==> config.mk <==
export PLATFORM = sky130hd
export DESIGN_NAME = msix_vector_ctrl
export DESIGN_NICKNAME = d
export VERILOG_FILES = /design/src/rtl/msix_pkg.sv /design/src/rtl/msix_vec_table.sv /design/src/rtl/msix_pend_use.sv /design/src/rtl/msix_ctl_fsm.sv /design/src/rtl/msix_vector_ctrl.sv
export SDC_FILE = /design/constraint.sdc
export NUM_CORES = 2
export LEC_CHECK = 0
export CORE_UTILIZATION = 55
export DETAILED_ROUTE_END_ITERATION = 12
export DONT_BUFFER_PORTS = 1
export PLACE_DENSITY = 0.7
export SLEW_MARGIN = 25
export SYNTH_ARGS = -nofsm -noshare
export SYNTH_HDL_FRONTEND = slang
export SYNTH_SLANG_ARGS = --single-unit
==> constraint.sdc <==
create_clock -name clk -period 4.62 [get_ports clk]
set_clock_uncertainty 0.2 [all_clocks]
set_input_delay 0.231 -clock clk [delete_from_list [all_inputs] [get_ports clk]]
set_output_delay 0.231 -clock clk [all_outputs]
set_load 0.01 [all_outputs]
==> src/rtl/msix_pkg.sv <==
package msix_pkg;
    typedef enum logic [1:0] {
        ST_IDLE      = 2'd0,
        ST_SEND      = 2'd1,
        ST_SCAN      = 2'd2,
        ST_SCAN_SEND = 2'd3
    } fsm_state_t;

    localparam int unsigned ENTRY_BYTES = 16;
endpackage

==> src/rtl/msix_vec_table.sv <==
module msix_vec_table #(
    parameter int NVEC   = 8,
    parameter int BUS_AW = 16,
    parameter int IDX_W  = 4
) (
    input  logic              clk,
    input  logic              rst_n,
    input  logic              wr_en,
    input  logic [BUS_AW-1:0] addr,
    input  logic [31:0]       wdata,
    input  logic              fmask,
    output logic [31:0]       rd_data,
    input  logic [IDX_W-1:0]  lk_idx,
    output logic [63:0]       lk_addr,
    output logic [31:0]       lk_data,
    output logic              lk_vmask,
    output logic              wr_unmask,
    output logic [IDX_W-1:0]  wr_vec
);
    localparam int EW        = (NVEC > 1) ? $clog2(NVEC) : 1;
    localparam int TBL_BYTES = NVEC * msix_pkg::ENTRY_BYTES;

    logic [31:0]     a_lo [NVEC];
    logic [31:0]     a_hi [NVEC];
    logic [31:0]     dat  [NVEC];
    logic [NVEC-1:0] msk;

    logic          hit;
    logic [EW-1:0] ent_s;
    logic [1:0]    word;
    logic          lk_ok;
    logic [EW-1:0] lk_s;

    assign ent_s = addr[EW+3:4];
    assign word  = addr[3:2];
    assign hit   = (addr[1:0] == 2'b00) && (addr < BUS_AW'(TBL_BYTES));

    always_comb begin
        rd_data = '0;
        if (hit) begin
            case (word)
                2'd0:    rd_data = a_lo[ent_s];
                2'd1:    rd_data = a_hi[ent_s];
                2'd2:    rd_data = dat[ent_s];
                default: rd_data = {31'b0, msk[ent_s]};
            endcase
        end
    end

    always_ff @(posedge clk or negedge rst_n) begin
        if (!rst_n) begin
            for (int i = 0; i < NVEC; i++) begin
                a_lo[i] <= '0;
                a_hi[i] <= '0;
                dat[i]  <= '0;
            end
            msk <= '1;
        end else if (wr_en && hit) begin
            case (word)
                2'd0:    a_lo[ent_s] <= wdata;
                2'd1:    a_hi[ent_s] <= wdata;
                2'd2:    dat[ent_s]  <= wdata;
                default: msk[ent_s]  <= wdata[0];
            endcase
        end
    end

    // Masked before the write, unmasked after it.
    assign wr_unmask = wr_en && hit && (word == 2'd3) && !fmask
                       && msk[ent_s] && !wdata[0];
    assign wr_vec    = IDX_W'(ent_s);

    assign lk_ok    = lk_idx < IDX_W'(NVEC);
    assign lk_s     = lk_idx[EW-1:0];
    assign lk_addr  = lk_ok ? {a_hi[lk_s], a_lo[lk_s]} : 64'd0;
    assign lk_data  = lk_ok ? dat[lk_s] : 32'd0;
    assign lk_vmask = lk_ok ? msk[lk_s] : 1'b1;
endmodule

==> src/rtl/msix_pend_use.sv <==
module msix_pend_use #(
    parameter int NVEC   = 8,
    parameter int BUS_AW = 16,
    parameter int IDX_W  = 4,
    parameter int USE_W  = 4
) (
    input  logic              clk,
    input  logic              rst_n,
    input  logic              set_en,
    input  logic [IDX_W-1:0]  set_idx,
    input  logic              clr_en,
    input  logic [IDX_W-1:0]  clr_idx,
    input  logic              use_valid,
    input  logic              use_inc,
    input  logic [IDX_W-1:0]  use_vec,
    input  logic [BUS_AW-1:0] rd_addr,
    output logic [31:0]       rd_data,
    output logic [NVEC-1:0]   pend,
    output logic [NVEC-1:0]   used
);
    localparam int PBA_BYTES = ((NVEC + 63) / 64) * 8;
    localparam int PBA_BITS  = PBA_BYTES * 8;
    localparam int WW        = $clog2(PBA_BYTES / 4);

    for (genvar g = 0; g < NVEC; g++) begin : g_vec
        logic [USE_W-1:0] cnt_q;
        logic             pend_q;
        logic             hit_use;
        logic             to_zero;

        assign hit_use = use_valid && (use_vec == IDX_W'(g));
        assign to_zero = hit_use && !use_inc && (cnt_q == USE_W'(1));

        always_ff @(posedge clk or negedge rst_n) begin
            if (!rst_n) begin
                cnt_q <= '0;
            end else if (hit_use) begin
                if (use_inc && (cnt_q != '1))
                    cnt_q <= cnt_q + USE_W'(1);
                else if (!use_inc && (cnt_q != '0))
                    cnt_q <= cnt_q - USE_W'(1);
            end
        end

        always_ff @(posedge clk or negedge rst_n) begin
            if (!rst_n)
                pend_q <= 1'b0;
            else if ((clr_en && (clr_idx == IDX_W'(g))) || to_zero)
                pend_q <= 1'b0;
            else if (set_en && (set_idx == IDX_W'(g)))
                pend_q <= 1'b1;
        end

        assign pend[g] = pend_q;
        assign used[g] = (cnt_q != '0);
    end

    logic [PBA_BITS-1:0] pad;
    logic [WW-1:0]       wsel;
    logic                hit;

    always_comb begin
        pad            = '0;
        pad[NVEC-1:0]  = pend;
    end

    assign wsel    = rd_addr[WW+1:2];
    assign hit     = (rd_addr[1:0] == 2'b00) && (rd_addr < BUS_AW'(PBA_BYTES));
    assign rd_data = hit ? pad[wsel*32 +: 32] : 32'd0;
endmodule

==> src/rtl/msix_ctl_fsm.sv <==
module msix_ctl_fsm #(
    parameter int NVEC  = 8,
    parameter int IDX_W = 4
) (
    input  logic                 clk,
    input  logic                 rst_n,
    input  logic                 ntf_valid,
    input  logic                 ntf_ok,
    input  logic                 ntf_masked,
    input  logic                 scan_trig,
    input  logic                 scan_due,
    input  logic                 msg_ready,
    output msix_pkg::fsm_state_t state,
    output logic [IDX_W-1:0]     scan_idx,
    output logic                 ntf_ready,
    output logic                 load_msg,
    output logic                 set_pend,
    output logic                 clr_pend,
    output logic                 msg_valid
);
    import msix_pkg::*;

    fsm_state_t state_d;
    logic       scan_req;
    logic       last;
    logic       start;
    logic       take;

    assign last  = (scan_idx == IDX_W'(NVEC - 1));
    assign start = (state == ST_IDLE) && scan_req;
    assign take  = (state == ST_IDLE) && !scan_req && ntf_valid && ntf_ok;

    always_comb begin
        state_d = state;
        unique case (state)
            ST_IDLE:      if (scan_req)               state_d = ST_SCAN;
                          else if (take && !ntf_masked) state_d = ST_SEND;
            ST_SEND:      if (msg_ready)              state_d = ST_IDLE;
            ST_SCAN:      if (scan_due)               state_d = ST_SCAN_SEND;
                          else if (last)              state_d = ST_IDLE;
            ST_SCAN_SEND: if (msg_ready)              state_d = last ? ST_IDLE : ST_SCAN;
            default:                                  state_d = ST_IDLE;
        endcase
    end

    always_ff @(posedge clk or negedge rst_n) begin
        if (!rst_n) begin
            state    <= ST_IDLE;
            scan_idx <= '0;
            scan_req <= 1'b0;
        end else begin
            state    <= state_d;
            scan_req <= (scan_req && !start) || scan_trig;
            if (start)
                scan_idx <= '0;
            else if (((state == ST_SCAN) && !scan_due && !last) ||
                     ((state == ST_SCAN_SEND) && msg_ready && !last))
                scan_idx <= scan_idx + IDX_W'(1);
        end
    end

    always_comb begin
        ntf_ready = 1'b0;
        load_msg  = 1'b0;
        set_pend  = 1'b0;
        clr_pend  = 1'b0;
        msg_valid = 1'b0;
        unique case (state)
            ST_IDLE: begin
                ntf_ready = !scan_req;
                load_msg  = take && !ntf_masked;
                set_pend  = take && ntf_masked;
            end
            ST_SEND:      msg_valid = 1'b1;
            ST_SCAN: begin
                load_msg = scan_due;
                clr_pend = scan_due;
            end
            ST_SCAN_SEND: msg_valid = 1'b1;
            default: ;
        endcase
    end
endmodule

==> src/rtl/msix_vector_ctrl.sv <==
module msix_vector_ctrl #(
    parameter int NVEC   = 8,
    parameter int BUS_AW = 16,
    parameter int USE_W  = 4,
    parameter int IDX_W  = $clog2(NVEC) + 1
) (
    input  logic              clk,
    input  logic              rst_n,
    input  logic              bus_sel,
    input  logic              bus_wr,
    input  logic [BUS_AW-1:0] bus_addr,
    input  logic [31:0]       bus_wdata,
    output logic [31:0]       bus_rdata,
    input  logic              ctl_wr,
    input  logic [7:0]        ctl_byte,
    output logic [15:0]       ctl_word,
    output logic              intx_deassert,
    input  logic              ntf_valid,
    input  logic [IDX_W-1:0]  ntf_vec,
    output logic              ntf_ready,
    input  logic              use_valid,
    input  logic              use_inc,
    input  logic [IDX_W-1:0]  use_vec,
    output logic              msg_valid,
    input  logic              msg_ready,
    output logic [63:0]       msg_addr,
    output logic [31:0]       msg_data
);
    import msix_pkg::*;

    logic en_q, fm_q, intx_q, fmask;
    logic [31:0] tbl_rd, pba_rd;
    logic [63:0] lk_addr;
    logic [31:0] lk_data;
    logic        lk_vmask, lk_pend, lk_used, lk_in;
    logic        wr_unmask, wr_pend, scan_trig, scan_due;
    logic [IDX_W-1:0] wr_vec, scan_idx, lk_idx;
    logic [NVEC-1:0]  pend, used;
    logic        load_msg, set_pend, clr_pend;
    fsm_state_t  state;

    assign fmask = !en_q || fm_q;

    always_ff @(posedge clk or negedge rst_n) begin
        if (!rst_n) begin
            en_q   <= 1'b0;
            fm_q   <= 1'b0;
            intx_q <= 1'b0;
        end else begin
            intx_q <= ctl_wr && ctl_byte[7];
            if (ctl_wr) begin
                en_q <= ctl_byte[7];
                fm_q <= ctl_byte[6];
            end
        end
    end

    assign intx_deassert = intx_q;
    assign ctl_word      = {en_q, fm_q, 3'b000, 11'(NVEC - 1)};

    assign lk_idx   = (state == ST_SCAN) ? scan_idx : ntf_vec;
    assign lk_in    = lk_idx < IDX_W'(NVEC);
    assign lk_pend  = |(pend & (NVEC'(1) << lk_idx));
    assign lk_used  = |(used & (NVEC'(1) << lk_idx));
    assign wr_pend  = |(pend & (NVEC'(1) << wr_vec));
    assign scan_due = lk_pend && lk_used && !fmask && !lk_vmask;

    assign scan_trig = (ctl_wr && ctl_byte[7] && (ctl_byte[6] != fmask))
                       || (wr_unmask && wr_pend);

    msix_vec_table #(.NVEC(NVEC), .BUS_AW(BUS_AW), .IDX_W(IDX_W)) u_table (
        .clk(clk), .rst_n(rst_n),
        .wr_en(bus_wr && !bus_sel), .addr(bus_addr), .wdata(bus_wdata),
        .fmask(fmask), .rd_data(tbl_rd),
        .lk_idx(lk_idx), .lk_addr(lk_addr), .lk_data(lk_data), .lk_vmask(lk_vmask),
        .wr_unmask(wr_unmask), .wr_vec(wr_vec)
    );

    msix_pend_use #(.NVEC(NVEC), .BUS_AW(BUS_AW), .IDX_W(IDX_W), .USE_W(USE_W)) u_pend (
        .clk(clk), .rst_n(rst_n),
        .set_en(set_pend), .set_idx(ntf_vec),
        .clr_en(clr_pend), .clr_idx(scan_idx),
        .use_valid(use_valid), .use_inc(use_inc), .use_vec(use_vec),
        .rd_addr(bus_addr), .rd_data(pba_rd),
        .pend(pend), .used(used)
    );

    msix_ctl_fsm #(.NVEC(NVEC), .IDX_W(IDX_W)) u_fsm (
        .clk(clk), .rst_n(rst_n),
        .ntf_valid(ntf_valid), .ntf_ok(lk_in && lk_used),
        .ntf_masked(fmask || lk_vmask),
        .scan_trig(scan_trig), .scan_due(scan_due), .msg_ready(msg_ready),
        .state(state), .scan_idx(scan_idx), .ntf_ready(ntf_ready),
        .load_msg(load_msg), .set_pend(set_pend), .clr_pend(clr_pend),
        .msg_valid(msg_valid)
    );

    always_ff @(posedge clk or negedge rst_n) begin
        if (!rst_n) begin
            msg_addr <= '0;
            msg_data <= '0;
        end else if (load_msg) begin
            msg_addr <= lk_addr;
            msg_data <= lk_data;
        end
    end

    assign bus_rdata = bus_sel ? pba_rd : tbl_rd;
endmodule

# Word level (Yosys, flattened, before mapping)
# Cells that the tools add are included.
dict set report word_totals {
  reg_bits 922
  input_bits 73
  word_cells 374
}
dict set report op_classes {
  n_addsub 17
  order_cmp 9
  eq_ne 48
  n_shift 3
  n_mux 85
  bitwise 6
  n_reduce_logical 157
}
# operator n
set op_table {}
lappend op_table {{256-bit bitwise mux} 3}
lappend op_table {{32-bit binary-select mux with 3-bit select} 6}
lappend op_table {{32-bit 2-to-1 mux} 17}
lappend op_table {{32-bit demux with 3-bit select} 1}
lappend op_table {{32-bit one-hot mux with 3 select lines} 1}
lappend op_table {{1-bit logical AND} 84}
lappend op_table {{4-bit 2-to-1 mux} 19}
lappend op_table {{64-bit 2-to-1 mux} 1}
lappend op_table {{64-bit by 7-bit variable part select with 32-bit output} 1}
lappend op_table {{4-bit by 3-bit == test with 1-bit output (second input constant)} 12}
lappend op_table {{4-bit by 1-bit == test with 1-bit output (second input constant)} 11}
lappend op_table {{4-bit by 1-bit adder with 4-bit output (second input constant)} 9}
lappend op_table {{2-bit nonzero test} 17}
lappend op_table {{4-bit != test (second input constant)} 8}
lappend op_table {{4-bit nonzero test} 8}
lappend op_table {{4-bit by 1-bit subtractor with 4-bit output (second input constant)} 8}
lappend op_table {{8-bit bitwise AND} 3}
lappend op_table {{4-bit by 2-bit == test with 1-bit output (second input constant)} 6}
lappend op_table {{1-bit 2-to-1 mux} 24}
lappend op_table {{2-bit AND reduction} 12}
lappend op_table {{8-bit OR reduction} 3}
lappend op_table {{16-bit by 4-bit < comparator with 1-bit output (second input constant)} 1}
lappend op_table {{16-bit by 8-bit < comparator with 1-bit output (second input constant)} 1}
lappend op_table {{2-bit 2-to-1 mux} 7}
lappend op_table {{27 further kinds} 62}

# Longest topological paths before layout
dict set report depth {
  word_depth 14
  depth_mapped 13
}

# Cells and area by module
# A second synthesis with hierarchy kept.
dict set report hier_totals {
  hier_cells 3695
  area_unflattened_um2 50527.2
}
# module instances cells_each area_per_inst_um2 seq_area_each_um2
set by_module_without_submodules {}
lappend by_module_without_submodules {msix_vec_table 1 2929 42111.6 19428.6}
lappend by_module_without_submodules {msix_vector_ctrl 1 297 4481.8 2477.4}
lappend by_module_without_submodules {msix_pend_use 1 420 3467.1 1001.0}
lappend by_module_without_submodules {msix_ctl_fsm 1 49 466.7 175.2}

# Worst setup path before layout
# Ideal clock, no wire load.
dict set report synth_timing {
  path_kind {in2out}
  start {input port bus_addr[4]}
  end {output port bus_rdata[13]}
  arrival_ns 2.522
  path_slack_ns 1.667
  cell_stages 7
  path_cell_list {clkbuf_1 buf_1 buf_2 mux4_2 mux4_2 a21oi_1 nor2_1}
}
dict set report synth_via {
  elab_chain_cells 7
}
# element line
set synth_rtl {}
lappend synth_rtl {{start, declared} msix_vector_ctrl.sv:11} ;# input logic [BUS_AW-1:0] bus_addr,
lappend synth_rtl {{3-bit NOT with 4-bit output (not written as such)} {msix_vec_table.sv:42, msix_vec_table.sv:43, msix_vec_table.sv:44}}
lappend synth_rtl {{32-bit binary-select mux with 3-bit select (on tied branches)} {msix_vec_table.sv:44, msix_vec_table.sv:42, msix_vec_table.sv:43}}
lappend synth_rtl {{32-bit 2-to-1 mux (on tied branches) (2 in a row)} {msix_vec_table.sv:44, msix_vec_table.sv:42, msix_vec_table.sv:43}}
lappend synth_rtl {{32-bit one-hot mux with 3 select lines} msix_vec_table.sv:41} ;# case (word)
lappend synth_rtl {{32-bit 2-to-1 mux} msix_vec_table.sv:40} ;# if (hit) begin
lappend synth_rtl {{32-bit 2-to-1 mux *} msix_vector_ctrl.sv:108} ;# assign bus_rdata = bus_sel ? pba_rd : tbl_rd;
lappend synth_rtl {{end, declared} msix_vector_ctrl.sv:13} ;# output logic [31:0] bus_rdata,
# Every way passes the cells marked *; elsewhere a longest branch is shown, timed or not. The select of a mux whose other input is x is not followed.

# Worst setup path in the final report
dict set report layout_timing {
  start {register u_fsm.state[0]}
  end {register u_pend.g_vec[7].pend_q}
}
dict set report layout_via {
  elab_chain_cells 12
}
# element line
set layout_rtl {}
lappend layout_rtl {{start, declared} msix_ctl_fsm.sv:13} ;# output msix_pkg::fsm_state_t state,
lappend layout_rtl {{start signal, assigned} msix_ctl_fsm.sv:52} ;# state <= state_d;
lappend layout_rtl {{2-bit == test} {msix_ctl_fsm.sv:68, msix_vector_ctrl.sv:61}}
lappend layout_rtl {{4-bit 2-to-1 mux} msix_vector_ctrl.sv:61} ;# assign lk_idx = (state == ST_SCAN) ? scan_idx : ntf_vec;
lappend layout_rtl {{1-bit by 4-bit left shift with 8-bit output} {msix_vector_ctrl.sv:63, msix_vector_ctrl.sv:64}}
lappend layout_rtl {{8-bit bitwise AND (on tied branches)} {msix_vector_ctrl.sv:63, msix_vector_ctrl.sv:64}}
lappend layout_rtl {{8-bit OR reduction (on tied branches)} {msix_vector_ctrl.sv:63, msix_vector_ctrl.sv:64}}
lappend layout_rtl {{1-bit logical AND (3 in a row)} msix_vector_ctrl.sv:66} ;# assign scan_due = lk_pend && lk_used && !fmask && !lk_vmask;
lappend layout_rtl {{1-bit 2-to-1 mux} msix_ctl_fsm.sv:68} ;# unique case (state)
lappend layout_rtl {{1-bit logical AND} msix_pend_use.sv:48} ;# else if ((clr_en && (clr_idx == IDX_W'(g))) || to_zero)
lappend layout_rtl {{1-bit logical OR} msix_pend_use.sv:48}
lappend layout_rtl {{1-bit 2-to-1 mux or 2-bit nonzero test (tied branches)} -}
lappend layout_rtl {{end signal, assigned} msix_pend_use.sv:47} ;# pend_q <= 1'b0;
lappend layout_rtl {{end signal, assigned} msix_pend_use.sv:49} ;# pend_q <= 1'b0;
lappend layout_rtl {{end signal, assigned} msix_pend_use.sv:51} ;# pend_q <= 1'b1;
lappend layout_rtl {{end, declared} msix_pend_use.sv:27} ;# logic pend_q;
# Parallel ways exist; a longest one is shown, timed or not. The select of a mux whose other input is x is not followed.
# A chain may end at the register's enable or synchronous reset.

==> key figures <==
Status
  • Status: complete, but fails checks
  • Failing checks: hold timing

Placement
  • Place WS: 0.529 ns
  • Placed Cells: 4,471
  • Number of I/O port buffers: 0
  • Post-DP HPWL: 77,500 um
  • Routability Congestion: 0.854

Final layout
  • Register Area: 0.0231 sq mm
  • Layout cell share with drive strength beyond 1: 36.5%
  • Final nets: 3,616
  • Area delta synth->final: 10.2%
  • # fillers: 6,215
  • Finished Layout Cells: 4,736
  • Multi-input gate area: 0.0220 sq mm

Critical path
  • Element type at the critical path end: flip-flop
  • Crit path launch type: flip-flop
  • WP data arrival: 4.72 ns
  • Reg2Reg Setup Slack: 0.24 ns
  • R2R Path Start: u_fsm.state[0]
  • Critical Path End: u_pend.g_vec[7].pend_q
  • R2r worst-path depth: 10
  • CP required: 4.96 ns
  • Crit path max fanout: 35
  • Crit. Startpoint: u_fsm.state[0]
  • CP Class: flip-flop to flip-flop
  • RR Endpoint: u_pend.g_vec[7].pend_q

Yosys
  • Synthesized area: 0.0465 sq mm
  • Post-Synthesis Cells: 3,644
  • EDFF count, synth: 0
  • Mean Syn Cell Area: 12.8 sq um
  • Yosys warnings: 0
  • #FFs+latches synth: 922
  • Ys flop type: dfrtp_1
  • Async S/R FF share, synth: 100%
  • Sequential area share after synthesis: 49.6%
  • Netlist cell types: 60

GRT
  • Number of global-route vias before repair: 34,700
  • Total grt overflow: 0
  • First-pass GRT wire length: 213,000 um
  • Pin count of the biggest net entering global routing: 923
  • Initial antenna violation count: 10
  • GRT Overall Usage: 32.7%

Detailed routing
  • DRT antenna net count: 0
  • Vias per std cell: 7.08
  • DRT iter0 DRCs: 3,887
  • First-pass iteration count of the detailed router: 9
  • Number of remaining DRC errors: 0
  • Avg WL per Cell: 29.6 um
  • Routed wire length: 140,000 um
  • Via Count: 33,500

Timing
  • Setup slack after layout: 0.242 ns
  • Hold Slack: -0.0170 ns
  • Max-Slew Margin vs Limit: 24.3%
  • Final Hold Fails: 24
  • Final period util: 94.8%
  • Fmax: 0.228 GHz
  • Setup_tns: 0 ns
  • Crit path time final: 4.38 ns
  • Final setup fails: 0
  • RSZ-0062 raised after global routing: false
  • Max-slew violation count: 0
  • Slew @ Worst Pin: 1.14 ns

Die
  • IO Pins: 220
  • Die Wd: 293 um
  • Total die area: 0.0857 sq mm
  • Die H: 293 um
  • Core area: 0.0837 sq mm
  • Initial Utilization: 55.6%
  • FP Rows: 106

Clock network
  • Clk pin slew, worst setup/hold paths: 0.06 ns
  • Clk buf depth: 3
  • Htree depth: 3
  • Clk root buf: clkbuf_16
  • Num CTS Buffers: 97
  • CTS tree: yes
  • # clock sinks: 922
  • Worst-Skew Late Latency: 0.66 ns

Pwr
  • PwrDens: 502 mW/mm^2
  • P_leak: 23.9 nW
  • Worst vdd ir: 0.892 mV

Hold path
  • Path category of the worst min-delay check: primary input to asynchronous set/reset pin

Run
  • Maxcap violations: 0
## final cells by class
class / instances / area share [%]
Sequential cell: 922 / 45.0
Inverter: 25 / 0.183
Clock inverter: 34 / 0.747
Multi-Input combinational cell: 2346 / 43.0
Timing Repair Buffer: 123 / 2.71
Antenna cell: 9 / 0.0439
Clock buffer: 143 / 5.53
Tap cell: 1134 / 2.77
## stage by stage
stage                     power [W]  utilization, %  hold slack (ns)  instance area, sq um
after floorplan              0.0147               -           -0.265                 46600
after global placement       0.0172            56.3           -0.239                 47100
after detailed placement     0.0174            56.3           -0.234                 47100
after CTS                    0.0254            61.0           -0.942                 51100
after global routing         0.0267            61.2           0.0220                 51200
final                        0.0257            61.2          -0.0170                 51200
## cells in the mapped netlist (3+ instances only)
cell type	number	area, sq um
clkbuf_1	211	792
a22o_1	9	78.8
or4_1	4	30.0
o21ai_1	45	225
buf_4	17	128
nor4_1	4	25.0
dfrtp_1	914	22900
inv_1	23	86.3
o221ai_1	3	26.3
o22ai_1	392	2450
ha_1	28	350
o21ai_2	48	420
nand2b_1	5	31.3
mux2i_1	42	420
xor2_1	15	131
mux4_2	227	5110
nand3_1	5	25.0
mux2_2	784	8830
dfstp_2	8	210
nor2_1	81	304
a31oi_1	12	75.1
nor3_1	199	996
nand2_1	167	627
o21ai_0	115	576
and4_1	5	43.8
and3_1	5	31.3
o41ai_1	3	26.3
nand4_1	15	93.8
o211a_1	3	30.0
buf_1	100	375
o211ai_1	5	37.5
a22oi_1	6	45.0
and3b_1	3	26.3
a21oi_1	47	235
xnor2_1	18	158
nor2b_1	6	37.5
buf_2	26	130
a311oi_1	5	43.8
nor3b_1	4	30.0
buf_6	9	101
## worst min path at each step
| stage | startpoint | endpoint | slack, ns |
|---|---|---|---|
| after floorplan | rst_n | en_q | -0.26 |
| after global placement | rst_n | u_pend.g_vec[7].cnt_q[2] | -0.24 |
| after detailed placement | rst_n | u_pend.g_vec[7].cnt_q[0] | -0.23 |
| after CTS | rst_n | u_pend.g_vec[7].cnt_q[0] | -0.94 |
| after global routing | bus_wdata[26] | u_table.a_hi[250] | 0.02 |
| final | rst_n | u_pend.g_vec[7].cnt_q[3] | -0.02 |
## sequential cells by signal, summed over array words and instances, names as in the netlist
signal               count
u_table.msk              8
msg_addr                64
u_table.a_hi           256
fm_q                     1
en_q                     1
intx_deassert            1
u_table.a_lo           256
u_pend.g_vec.pend_q      8
msg_data                32
u_table.dat            256
u_pend.g_vec.cnt_q      32
u_fsm.scan_req           1
u_fsm.scan_idx           4
u_fsm.state              2
## timing repair
| action | in CTS | in global routing |
|---|---|---|
| resized for setup | 0 | 0 |
| hold buffers | 72 | 2 |
| hold endpoints to repair | 1751 | 468 |
| buffers inserted | 0 | 0 |
## cell families (layout without fill, tap and decap cells)
group / count (synthesis) / in the layout / synth area share, %
and+or+nand+nor: 509 / 509 / 5.06
xor gates and xnor gates: 33 / 33 / 0.621
DFF: 922 / 922 / 49.6
other: 2 / 23 / 0.0161
AOI/OAI and AO/OA: 706 / 706 / 9.48
buffers and inverters: 388 / 325 / 3.48
muxes: 1056 / 1056 / 31.0
adders and majority gates: 28 / 28 / 0.753
## layer usage
layer | wire, um | vias to the layer above | part of all wire, % | GRT usage (%)
met2 | 65000 | 1944 | 46 | 50.8
met4 | 5540 | 6 | 3.9 | 14.2
li1 | - | 13600 | - | -
met5 | 40 | - | 0.029 | 0
met3 | 14500 | 415 | 10 | 7.21
met1 | 55300 | 17500 | 39 | 44.3
## report_power, final
group | internal (W) | switching (W) | total [W]
sequential | 0.00855 | 0.000680 | 0.00923
combinational | 0.00285 | 0.00577 | 0.00862
clock | 0.00459 | 0.00327 | 0.00786
## worst max-delay path, cell delays in order, from the launching register on
cell	delay, ns
dfrtp_1	0.49
nand2b_4	0.38
mux2_4	0.71
mux2_4	0.37
a221oi_4	0.32
a21o_1	0.27
nor2_1	0.06
a41oi_1	0.20
dlygate4sd3_1	0.58
a311oi_1	0.05
dlygate4sd3_1	0.60
## placed cells by master, fill, tap and decap left out, drive strengths merged, types with 5 or more instances in the layout
cell type    Yosys  routed
dfrtp          914     914
mux2           787     787
o22ai          392     392
mux4           227     227
o21ai          208     208
nor3           200     200
nand2          167     167
clkbuf         211     143
nor2            81      81
dlygate4sd3      0      67
buf            152      56
a21oi           47      47
mux2i           42      42
ha              28      28
inv             24      27
clkinv           1      19
xnor2           18      18
xor2            15      15
nand4           15      15
conb             2      14
a31oi           12      12
diode            0       9
a22o             9       9
dfstp            8       8
clkinvlp         0       7
a22oi            7       7
nor2b            6       6
bufinv           0       6
nand2b           6       6
nand3            5       5
and3             5       5
o211ai           5       5
and4             5       5
a311oi           5       5
(Power assumes the default switching activity.)
